**src/rtl/dual_slope_ctrl.sv**
```systemverilog
module dual_slope_ctrl #(
  parameter int CW = 20,
  parameter int MW = 4
) (
  input  logic          clk,
  input  logic          rst_n,
  input  logic          start,
  input  logic          cmp_low,
  input  logic [CW-1:0] az_ticks,
  input  logic [CW-1:0] period_ticks,
  input  logic [MW-1:0] period_count,
  input  logic [CW-1:0] deint_limit,
  output logic          sel_zero,
  output logic          sel_signal,
  output logic          sel_ref,
  output logic          busy,
  output logic          done,
  output logic          overrange,
  output logic [CW-1:0] result
);
  localparam int SYNC_LAT = 2;

  typedef enum logic [2:0] {
    S_IDLE, S_ZERO, S_GAP1, S_SIG, S_GAP2, S_REF, S_DONE
  } state_t;

  state_t              st;
  logic [CW-1:0]       cnt;
  logic [MW-1:0]       per;
  logic [SYNC_LAT-1:0] sync;

  wire cnt_last = ({1'b0, cnt} + (CW+1)'(1)) >= {1'b0, (st == S_ZERO) ? az_ticks : period_ticks};
  wire per_last = ({1'b0, per} + (MW+1)'(1)) >= {1'b0, period_count};
  wire tripped  = sync[SYNC_LAT-1];

  always_ff @(posedge clk) begin
    if (!rst_n) begin
      st        <= S_IDLE;
      cnt       <= '0;
      per       <= '0;
      sync      <= '0;
      result    <= '0;
      overrange <= 1'b0;
    end else begin
      sync <= {sync[SYNC_LAT-2:0], cmp_low};
      case (st)
        S_IDLE: if (start) begin
          st  <= S_ZERO;
          cnt <= '0;
        end
        S_ZERO: if (cnt_last) st <= S_GAP1;
                else cnt <= cnt + 1'b1;
        S_GAP1: begin
          st  <= S_SIG;
          cnt <= '0;
          per <= '0;
        end
        S_SIG: if (cnt_last) begin
          cnt <= '0;
          if (per_last) st <= S_GAP2;
          else per <= per + 1'b1;
        end else cnt <= cnt + 1'b1;
        S_GAP2: begin
          st  <= S_REF;
          cnt <= '0;
        end
        S_REF: if (tripped) begin
          result    <= cnt - CW'(SYNC_LAT - 1);
          overrange <= 1'b0;
          st        <= S_DONE;
        end else if (cnt >= deint_limit) begin
          result    <= deint_limit;
          overrange <= 1'b1;
          st        <= S_DONE;
        end else cnt <= cnt + 1'b1;
        S_DONE: st <= S_IDLE;
        default: st <= S_IDLE;
      endcase
    end
  end

  assign sel_zero   = (st == S_ZERO);
  assign sel_signal = (st == S_SIG);
  assign sel_ref    = (st == S_REF);
  assign busy       = (st != S_IDLE);
  assign done       = (st == S_DONE);
endmodule

```
**config.mk**
```make
export PLATFORM = sky130hd
export DESIGN_NAME = dual_slope_ctrl
export DESIGN_NICKNAME = d
export VERILOG_FILES = /design/src/rtl/dual_slope_ctrl.sv
export SDC_FILE = /design/constraint.sdc
export NUM_CORES = 1
export LEC_CHECK = 0
export ABC_AREA = 1
export BUFFER_PORTS_ARGS = -buffer_cell sky130_fd_sc_hd__buf_2
export CORE_UTILIZATION = 52
export CTS_BUF_LIST = sky130_fd_sc_hd__clkbuf_2 sky130_fd_sc_hd__clkbuf_4 sky130_fd_sc_hd__clkbuf_8
export DETAILED_ROUTE_END_ITERATION = 8
export PLACE_DENSITY = 0.79
export SLEW_MARGIN = 30
export SYNTH_ARGS = -nofsm -noshare
export SYNTH_HDL_FRONTEND = slang
export SYNTH_SLANG_ARGS = --single-unit
export TNS_END_PERCENT = 30
```
**constraint.sdc**
```tcl
create_clock -name clk -period 2.9 [get_ports clk]
set_input_delay 0.29 -clock clk [delete_from_list [all_inputs] [get_ports clk]]
set_output_delay 0.29 -clock clk [all_outputs]
set_load 0.1 [all_outputs]
```
### Word-level counts from Yosys, hierarchy flattened

Cells that the tools add are included.
Widths: inputs -> output; s select.

* output and inout port bits: 26
* logic and storage cells: 60
* input bits: 68
* flip-flop bits (word level): 50

* order comparisons: 3
* add/sub/neg operators: 5
* reduce and logical (&&, ||, !) cells: 10
* eq/ne operators: 15
* muxes and demuxes: 21

Operators with widths (count)
* $mux 20: 8
* $pmux 20 s5: 1
* $add 20x1->21 const B: 1
* $ge 21x20->1: 1
* $add 20x1->20 const B: 1
* $ge 20x20->1: 1
* $sub 20x1->20 const B: 1
* $mux 3: 6
* $pmux 3 s6: 1
* $ne 2x2->1 const B: 5
* $reduce_and 5->1: 2
* $eq 3x3->1 const B: 3
* $mux 4: 2
* $pmux 4 s2: 1
* $eq 3x2->1 const B: 2
* $ne 2x1->1 const B: 3
* $add 4x1->5 const B: 1
* $ge 5x4->1: 1
* $reduce_bool 5->1: 1
* $add 4x1->4 const B: 1
* $reduce_bool 2->1: 2
* $eq 3x1->1 const B: 1
* $logic_not 3->1: 1
* $ne 3x1->1 const B: 1
* 5 further kinds: 6

### Longest topological paths before layout

Gate-level depths: netlist of run 1.

* word-level depth: 5
* depth in mapped cells: 22
* mapped depth without buffers: 22

### Worst setup path before layout of run 1

No wires, ideal clock.

* kind: flip-flop to flip-flop
* from: register st[0]
* to: register st[0]
* library setup time: 0.109 ns
* buffers on the path: 2
* clock period less this slack: 3.118 ns
* stages on the path, launching flop included: 19
* slack: -0.218 ns
* arrival: 3.010 ns
* data required time: 2.791 ns
* path through: dfxtp_1 -> inv_1 -> nor2_2 -> inv_1 -> nor2_1 -> buf_2 -> mux2i_1 -> ha_1 -> nand2_1 -> nor2_1 -> and2_1 -> nand2_1 -> a21oi_2 -> nor2_8 -> buf_6 -> a21oi_1 -> nand2_1 -> nand2_1 -> inv_1

* longest elaborated chain between the ends: 5
* elaborated cells between the ends (all ways): 15
* those cells by class: order compare (1); eq/ne (10); mux (2); reduce/logical (2)

Ends and longest elaborated chain
* start, declared: line 27 `state_t st;`
* start signal, assigned: line 38 `st <= S_IDLE;`
* start signal, assigned: line 48 `st <= S_ZERO;`
* start signal, assigned: line 51 `S_ZERO: if (cnt_last) st <= S_GAP1;`
* $eq 3x1->1 (*)
* named net sel_zero: line 13 `output logic sel_zero,`
* $mux 20: line 32 `wire cnt_last = ({1'b0, cnt} + (CW+1)'(1)) >= {1'b0, (st == S_ZERO) ? az_ticks : period_ticks};`
* $ge 21x20->1: line 32
* $ne 2x1->1 (no line)
* $reduce_and 5->1 (no line)

Mark *: on every way through the listed nets, which the timed path passes. The rest lies on a longest branch.
A chain may end at the register's enable or synchronous reset.

### Final worst setup path of run 1

* from: register cnt[0]
* to: register cnt[0]

* longest elaborated chain between the ends: 4
* elaborated cells between the ends (all ways): 12
* those cells by class: add/sub (2); order compare (2); eq/ne (2); mux (5); reduce/logical (1)

Ends and longest elaborated chain
* start, declared: line 28 `logic [CW-1:0] cnt;`
* start signal, assigned: line 52 `else cnt <= cnt + 1'b1;`
* start signal, assigned: line 62 `end else cnt <= cnt + 1'b1;`
* start signal, assigned: line 75 `end else cnt <= cnt + 1'b1;`
* $add 20x1->21 or $add 20x1->20 (tied branches)
* $ge 21x20->1 or $mux 20 (tied branches): line 32, 71
* $mux 20 (tied with other cells): line 58 `S_SIG: if (cnt_last) begin`
* $pmux 20 s5 or $reduce_and 5->1 (tied branches)

Parallel ways exist; a longest one is shown, timed or not. The select of a mux whose other input is x is not followed.

==> metrics.txt, run 1 <==
IO buf count=93; pre-CTS setup slack=-0.1600 ns; Max FO, Critical Path=6; Finished Layout Cells=1015; drt total wl=16110 um; Cell Pwr Density=437.0 nW/um^2; Max Cap Viol=0; CTS Buffer Depth=2; crit share post-route=106.6%; final worst slack=-0.1902 ns; DRT Pass-1 Iters=7; Post-Syn Instances=773; placed insts=988; DIE WIDTH=97.37 um; Routed WL per cell=15.87 um; Vias=5720; Initial Utilization=53.97%; first-pass GRT wire length=24230 um; syn nets=888; Fin Clk Skew=0.01080 ns; Filler cells=677; ys flop type=dfxtp_1; Setup TNS=-3.052 ns; Post-synth EDFFs=0; Sink Count=50; leakage=3.362 nW; post-synth top area share=21.16%; DRT iter0 DRCs=467; CTS Hold Bufs=0; Hold WS=0.1425 ns; sequential element share of the synthesized area=21.16%; DRT met1 WL=6203 um; #FFs+latches synth=50; unrepaired setup endpoints after global routing=yes; vias in the first global route=5325; gpl congestion=0.9308; area of the multi-input gates=3650 sq um; maximum clock rate=323.6 MHz; overall die height=97.37 um; cell accounting for the most synthesized area=dfxtp_1; Final Hold Fails=0; Critical Path Start Type=flop; vias per cell=5.635; DRC=0; CTS tree=yes; Least-Margin Pin Slew=1.001 ns; commonest non-fill, non-tap cell in the layout=nand2_1; later-pin clock latency in the skew report=0.32 ns; WP data required=3.12 ns; layout cells sized above 1=31.31%; Yosys warnings=0; Setup CP Type=flop to flop; failing checks=negative setup slack; final-report setup violation count=26; WL met2=7686 um; Max-slew headroom=32.84%; worst min path class=primary input to flop; most frequent cells in the layout=nand2_1, buf_2, inv_1; post-synthesis async set-or-reset flop share=0%; synthesized area per cell=6.118 sq um; IO Pins=94; Core Region=8763 sq um; DIE AREA=9481 sq um; largest net degree at the start of global routing=28; all-layer global routing usage=31.03%; Antenna diodes=0; total overflow reported by the global router=0; final critical-path required period=3.090 ns; Max H-tree Level=2; Area Growth Syn to Fin=35.32%; initial antenna violation count=0; Max IR drop VDD=416.9 uV; status=finished, violations left; Row Count=34; Detail Route Antenna Nets=0; Num CTS Buffers=5; top sig layer=met4; Final #Nets=1021; Worst Setup End Kind=flop; crit path DAT=3.31 ns; Slew Viols, Final=0; DR WL met3=1280 um; hpwl dp=10290 um; Layout Utilization=73.03%; Root Buffer=clkbuf_8; Reg area=1022 sq um; Area contributors post-synth=dfxtp_1, nand2_1, ha_1, inv_1, a21oi_1; synthesized cell area=4730 sq um; Clock Pin Slew Worst Setup and Hold Paths=0.10 ns; post-synthesis cell type count=37
## worst paths after layout
path | start | endpoint | slack, ns | cells after the start
setup / recovery | cnt[0] | cnt[0] | -0.19 | 22
hold reg to reg | sync[0] | sync[1] | 0.43 | 2
setup reg to reg | cnt[0] | cnt[0] | -0.19 | 22
hold / removal | cmp_low | sync[0] | 0.14 | 3
## worst max-delay path, stage by stage (launching register included)
cell and delay, ns:
dfxtp_2 0.38, buf_4 0.12, inv_1 0.06, nor2_2 0.13, nand2_2 0.10, nor2_4 0.14, nand3_2 0.10, xor2_2 0.25
ha_1 0.29, nand2_2 0.08, inv_1 0.05, nand2_1 0.06, nand2_1 0.05, o21bai_1 0.16, nand2_1 0.10, nand2_2 0.10
nor2_8 0.17, buf_6 0.13, buf_6 0.13, nand3_2 0.09, nand2_2 0.11, nand2_2 0.06, a21oi_2 0.14
## cells in the mapped netlist (2+ instances only)
master	count
clkbuf_1	12
and2_1	2
nor2_1	79
nand2_2	4
buf_4	3
a21oi_1	68
nor2_2	5
nand4_1	7
nand3_1	45
nand2_1	243
a211oi_1	3
nor2_4	3
nor4_1	2
o21ai_0	33
inv_2	2
dfxtp_1	50
nor3_1	4
ha_1	47
buf_6	3
xor2_1	15
xnor2_1	2
mux2i_1	19
buf_2	13
o21ai_1	2
inv_1	93
o211ai_1	3
## sequential cells by signal, indices dropped and copies added (netlist names)
register	flops
cnt	20
result	20
per	4
st	3
sync	2
overrange	1
## power by group
group / leakage [nW] / switching, mW / internal [mW]
logic: 2.88 / 0.858 / 0.561
registers: 0.411 / 0.0448 / 0.725
clock network: 0.0683 / 0.262 / 0.346
## layer usage
metal  GRT usage, %  up-vias
li1               -     2721
met1          38.23     2518
met2          54.38      375
met3          2.878      106
met4          14.25        0
met5              0        -
## area by class of cell
| class | count | area share, % |
|---|---|---|
| flip-flops and latches | 50 | 15.97 |
| repair buffers | 158 | 17.11 |
| clock buffers | 5 | 1.075 |
| multi-input cells | 595 | 57.03 |
| inverters | 96 | 5.631 |
| well taps | 108 | 2.111 |
| clock inverters | 3 | 1.075 |
## stage by stage
step	power, mW	area (sq um)
finish	2.797	6400
global route	2.943	6400
CTS	2.632	6085
detailed placement	1.852	5559
global placement	1.809	5559
floorplan	1.537	4732
## kinds of logic (layout without fill, tap and decap cells)
group / count (synthesis) / after routing / share of synthesized area [%]
adders and majority gates: 47 / 47 / 12.43
AOI/OAI and AO/OA: 115 / 115 / 12.88
muxes: 19 / 19 / 4.021
and+or+nand+nor: 397 / 397 / 35.11
xor gates and xnor gates: 17 / 17 / 3.148
DFF: 50 / 50 / 21.16
buffers and inverters: 128 / 262 / 11.24
## what timing repair did
| item | in CTS | in global routing |
|---|---|---|
| buffers inserted | 11 | 6 |
| resized for setup | 61 | 77 |
| pin swaps | 25 | 39 |
| setup endpoints to repair | 27 | 27 |
| cloned | 3 | 3 |
Power figures use the tool's default switching activity.
==> run 2: changes to the inputs <==
Settings changed: ABC_AREA 1 to unset, BUFFER_PORTS_ARGS -buffer_cell sky130_fd_sc_hd__buf_2 to unset, CORE_UTILIZATION 52 to 55, DONT_BUFFER_PORTS set to 1, PLACE_DENSITY 0.79 to 0.73.
==> metrics.txt, run 2 <==
post-synth top area share=24.24%; crit path DAT=3.49 ns; final worst slack=-0.3472 ns; pre-CTS setup slack=-0.4852 ns; overall die height=88.66 um; hpwl dp=8529 um; R2R Path End=cnt[9]; #FFs+latches synth=50; Yosys warnings=0; IO Pins=94; worst min path class=primary input to flop; Max FO, Critical Path=11; DIE AREA=7860 sq um; Final Hold Fails=0; DRT iter0 DRCs=178; Fin Clk Skew=0.006516 ns; Worst Setup End Kind=flop; Setup TNS=-7.735 ns; Critical Path Start Type=flop; maximum clock rate=308.0 MHz; synthesized cell area=4130 sq um; layout cells sized above 1=28.15%; DRC=0; unrepaired setup endpoints after global routing=yes; most frequent cells in the layout=buf_4, nor2_1, ha_1, dfxtp_1; Least-Margin Pin Slew=0.9885 ns; Routed WL per cell=16.59 um; Max Cap Viol=0; final critical-path required period=3.247 ns; later-pin clock latency in the skew report=0.30 ns; Largest regs=cnt (20), result (20), per (4); Sink Count=50; Sequential Power Share=49.5%; Area contributors post-synth=dfxtp_1, ha_1, mux2i_1, nor2_1, xnor2_1; Vias=4034; Hold WS=0.09944 ns; leakage=2.427 nW; placed insts=657; status=finished, violations left; Num CTS Buffers=5; cell accounting for the most synthesized area=dfxtp_1; RR Startpoint=cnt[1]; critical path's slowest cell=dfxtp_4; final-report setup violation count=27; first-pass GRT wire length=17610 um; total overflow reported by the global router=0; Clock Pin Slew Worst Setup and Hold Paths=0.09 ns; largest net degree at the start of global routing=41; worst-path cell chain=and4_1 > nand4_1 > nor2_2 > and3_4 > nor2_4 > or2_4 > ha_4 > nand4_1 > nor2_2 > o311ai_2 > and3_4 > a21boi_4 > o31a_1 > buf_12 > a22o_1; reg2reg setup slack=-0.35 ns; vias per cell=5.950; Antenna diodes=0; P_int=1.009 mW; combinational power share=19.3%; Area Growth Syn to Fin=27.63%; hold path endpoint=per[0]; Slew Viols, Final=0; DIE WIDTH=88.66 um; Initial Utilization=56.94%; CTS Buffer Depth=2; vias in the first global route=3740; initial antenna violation count=0; crit share post-route=112.0%; failing checks=negative setup slack; drt total wl=11250 um; all-layer global routing usage=28.52%; Layout Utilization=72.68%; HP Start=rst_n; sequential element share of the synthesized area=24.24%; Clock power frac=31.2%; Max-slew headroom=34.01%; Max IR drop VDD=175.2 uV; Row Count=31; Setup CP Type=flop to flop; worst reg2reg path depth=15; commonest non-fill, non-tap cell in the layout=buf_4; hold path depth=1; ys flop type=dfxtp_1; Root Buffer=clkbuf_8; Core Region=7253 sq um; post-synthesis cell type count=60; IO buf count=0; synthesized area per cell=8.035 sq um; Max H-tree Level=2; DRT Pass-1 Iters=4; CTS Hold Bufs=0; Post-synth top cells=nor2_1, dfxtp_1, ha_1; CTS tree=yes; NetSw=0.3881 mW; Final #Nets=693; Detail Route Antenna Nets=0; Cell Pwr Density=265.1 nW/um^2; max incr delay on CP=0.38 ns; Post-synth EDFFs=0; post-synthesis async set-or-reset flop share=0%; Post-Syn Instances=514; gpl congestion=0.9711; count leader, synth=nor2_1; switch share=27.77%; WP data required=3.14 ns; syn nets=629; Finished Layout Cells=678
-- run 2: cell types whose count changed after synthesis, moves of 8 or more --
cell      before  now
a22o_1         0   11
clkbuf_1      12   23
and3_1         0   10
buf_2         13    2
xnor2_1        2   22
nor2_1        79   52
a21oi_1       68   31
inv_1         93   37
o221ai_1       0    8
a211o_1        0   18
nand2_1      243   38
o21ai_0       33   16
nand3_1       45   17
-- run 2: worst max-delay path: cells and delay by family (launching register included) --
family | cells | cell delay, ns
simple gates | 9 | 1.72
compound gates | 4 | 0.67
flops | 1 | 0.38
fa+ha+maj | 1 | 0.26
buf+inv | 1 | 0.15
-- run 2: area by class of cell --
type	count	area, sq um
flip-flops and latches	50	1016
repair buffers	85	683.2
clock inverters	1	5.005
fillers	559	1982
multi-input cells	398	3211
well taps	99	123.9
clock buffers	7	90.09
inverters	38	142.6
-- run 2: metal layers --
layer	vias to the layer above	share of wire [%]	global-route usage (%)
li1	1983	-	-
met3	19	6.4	3.918
met5	-	0	0
met4	0	1.6	7.185
met2	167	47	48.18
met1	1865	45	38.20
-- run 2: through the flow --
stage               instance area [sq um]  power, mW
floorplan                            4284     0.9036
global placement                     4826     0.9546
detailed placement                   4826     0.9663
CTS                                  5094      1.401
global route                         5271      1.452
finish                               5271      1.397
-- run 2: what timing repair did --
action / CTS / global route
buffers inserted: 6 / 8
resized for setup: 30 / 27
setup endpoints to repair: 27 / 27
endpoints found under the hold margin: 0 / 0
gates cloned: 0 / 0
pin swaps: 16 / 26
-- run 2: power by group through the flow --
stage / sequential [mW] / clock (mW) / combinational, mW
3_3_place_gp: 0.708 / 0 / 0.246
4_1_cts: 0.692 / 0.444 / 0.265
6_report: 0.691 / 0.436 / 0.270
3_5_place_dp: 0.709 / 0 / 0.257
5_1_grt: 0.692 / 0.461 / 0.298
2_1_floorplan: 0.709 / 0 / 0.194
-- run 2: cells by family after synthesis --
family,Yosys count,share of synthesized area (%)
AOI/OAI and AO/OA,121,21.05
xor gates and xnor gates,30,6.362
adders and majority gates,47,14.24
buffers and inverters,66,6.513
DFF,50,24.24
muxes,24,5.877
and+or+nand+nor,176,21.72
-- run 2: worst max-delay path by stage --
stage / start / cells past startpoint / end / slack, ns
global placement: cnt[0] / 13 / cnt[1] / -0.35
finish: cnt[1] / 15 / cnt[9] / -0.35
detailed placement: cnt[6] / 13 / cnt[2] / -0.49
floorplan: cnt[1] / 13 / cnt[1] / -0.12
global route: cnt[5] / 16 / cnt[15] / -0.49
CTS: cnt[0] / 16 / cnt[4] / -0.26
==> run 3: changes to the inputs <==
Settings changed: CELL_PAD_IN_SITES_DETAIL_PLACEMENT set to 1, CELL_PAD_IN_SITES_GLOBAL_PLACEMENT set to 2, CORE_UTILIZATION 55 to 38, PLACE_DENSITY 0.73 to unset, PLACE_DENSITY_LB_ADDON set to 0.1.
Clock period 2.9 ns to 3.3 ns, I/O delays scaled along.
==> metrics.txt, run 3 (same netlist as run 2, synthesis figures left out) <==
status=finished, violations left; failing checks=negative setup slack; Max IR drop VDD=152.4 uV; Layout Utilization=50.05%; CTS tree=yes; hpwl dp=9778 um; combinational power share=18.9%; DRT iter0 DRCs=128; Fin Clk Skew=0.01315 ns; Worst Setup End Kind=flop; commonest non-fill, non-tap cell in the layout=buf_4; drt total wl=12810 um; vias per cell=5.583; switch share=27.16%; Sequential Power Share=48.2%; Area Growth Syn to Fin=26.23%; Critical Path Start Type=flop; Critical path buffers and inverters=5; first-pass GRT wire length=19930 um; hold path depth=1; Max FO, Critical Path=5; Core Region=10420 sq um; Design Area, Final=5214 sq um; Clock Pin Slew Worst Setup and Hold Paths=0.10 ns; Max H-tree Level=2; final worst slack=-0.04727 ns; Cell Pwr Density=242.9 nW/um^2; Row Count=37; total overflow reported by the global router=0; unrepaired setup endpoints after global routing=yes; Initial Utilization=39.65%; vias in the first global route=3948; Detail Route Antenna Nets=0; Sink Count=50; Critical Path Most Common Cell=buf_4; DIE WIDTH=106.3 um; initial antenna violation count=0; pre-CTS setup slack=-0.3852 ns; Routed WL per cell=18.35 um; CTS Buffer Depth=2; gpl congestion=0.8007; NetSw=0.3440 mW; Setup TNS=-0.2023 ns; Antenna diodes=0; leakage=2.372 nW; final critical-path required period=3.347 ns; total power=1.266 mW; final-report setup violation count=14; Final #Nets=676; Max Cap Viol=0; DIE AREA=11290 sq um; overall die height=106.3 um; placed insts=672; Setup CP Type=flop to flop; Finished Layout Cells=698; most frequent cells in the layout=buf_4, nor2_1, ha_1; worst reg2reg path depth=16; max incr delay on CP=0.37 ns; maximum clock rate=298.8 MHz; Largest regs=cnt (20), result (20), per (4); Hold WS=0.1411 ns; Filler cells=1251; layout cells sized above 1=25.80%; WP data required=3.52 ns; Least-Margin Pin Slew=0.9947 ns; IO Pins=94; DRC=0; CTS Hold Bufs=0; worst min path class=primary input to flop; DRT Pass-1 Iters=4; Placed Area=4608 sq um; Vias=3897; all-layer global routing usage=22.34%; Slew Viols, Final=0; Root Buffer=clkbuf_8; Num CTS Buffers=5; worst-path cell chain=and4_4 > nand4_1 > buf_4 > buf_4 > nor3_1 > xor2_1 > ha_1 > nand3_1 > nor2_2 > buf_4 > o41a_1 > nor3_4 > buf_6 > buf_6 > o221ai_1 > o21ai_1; P_int=0.9223 mW; critical path's top delay family=simple AND/OR/NAND/NOR gates; crit share post-route=101.4%; crit path DAT=3.57 ns; critical path's slowest cell=dfxtp_2; largest net degree at the start of global routing=40; IO buf count=0; Final Hold Fails=0; Max-slew headroom=33.60%; later-pin clock latency in the skew report=0.31 ns; Clock power frac=33.0%; Crit path depth=16
run 3: changes by cell type in the layout (fill, tap and decap cells not counted), sizes merged:
cell,before,now
buf,85,67
clkbuf,7,9
clkinv,2,1
run 3: path summary, 6_finish.rpt:
kind / startpoint / endpoint / slack [ns]
worst max register to register: cnt[1] / cnt[8] / -0.05
worst min-delay path: rst_n / per[0] / 0.14
worst min register to register: sync[0] / sync[1] / 0.44
worst max-delay path: cnt[1] / cnt[8] / -0.05
run 3: area by class of cell:
| cell class | count | area [sq um] | share of cell area (%) |
|---|---|---|---|
| Sequential cell | 50 | 1013 | 19.44 |
| Inverter | 38 | 142.6 | 2.736 |
| Timing Repair Buffer | 68 | 623.1 | 11.95 |
| Clock buffer | 8 | 110.1 | 2.112 |
| Tap cell | 136 | 170.2 | 3.264 |
| Multi-Input combinational cell | 398 | 3154 | 60.50 |
run 3: routing by layer:
layer  GRT usage, %  wire, um  vias up  share of wire, %
li1               -         -     1954                 -
met1          30.40      6103     1827                48
met2          36.97      5945      105                46
met3          3.250       658       11               5.1
met4          5.258       100        0              0.78
met5              0         0        -                 0
run 3: power by group through the flow:
stage / Clock [mW] / Combinational, mW / Sequential [mW]
after floorplan: 0 / 0.162 / 0.623
after global placement: 0 / 0.212 / 0.623
after detailed placement: 0 / 0.219 / 0.623
after CTS: 0.423 / 0.237 / 0.609
after global routing: 0.447 / 0.264 / 0.611
final: 0.417 / 0.239 / 0.610
run 3: what timing repair did:
item,CTS,global route
gates resized for setup,46,32
gates cloned,1,0
buffers inserted,15,3
pin swaps,28,27
endpoints found under the setup margin,27,26
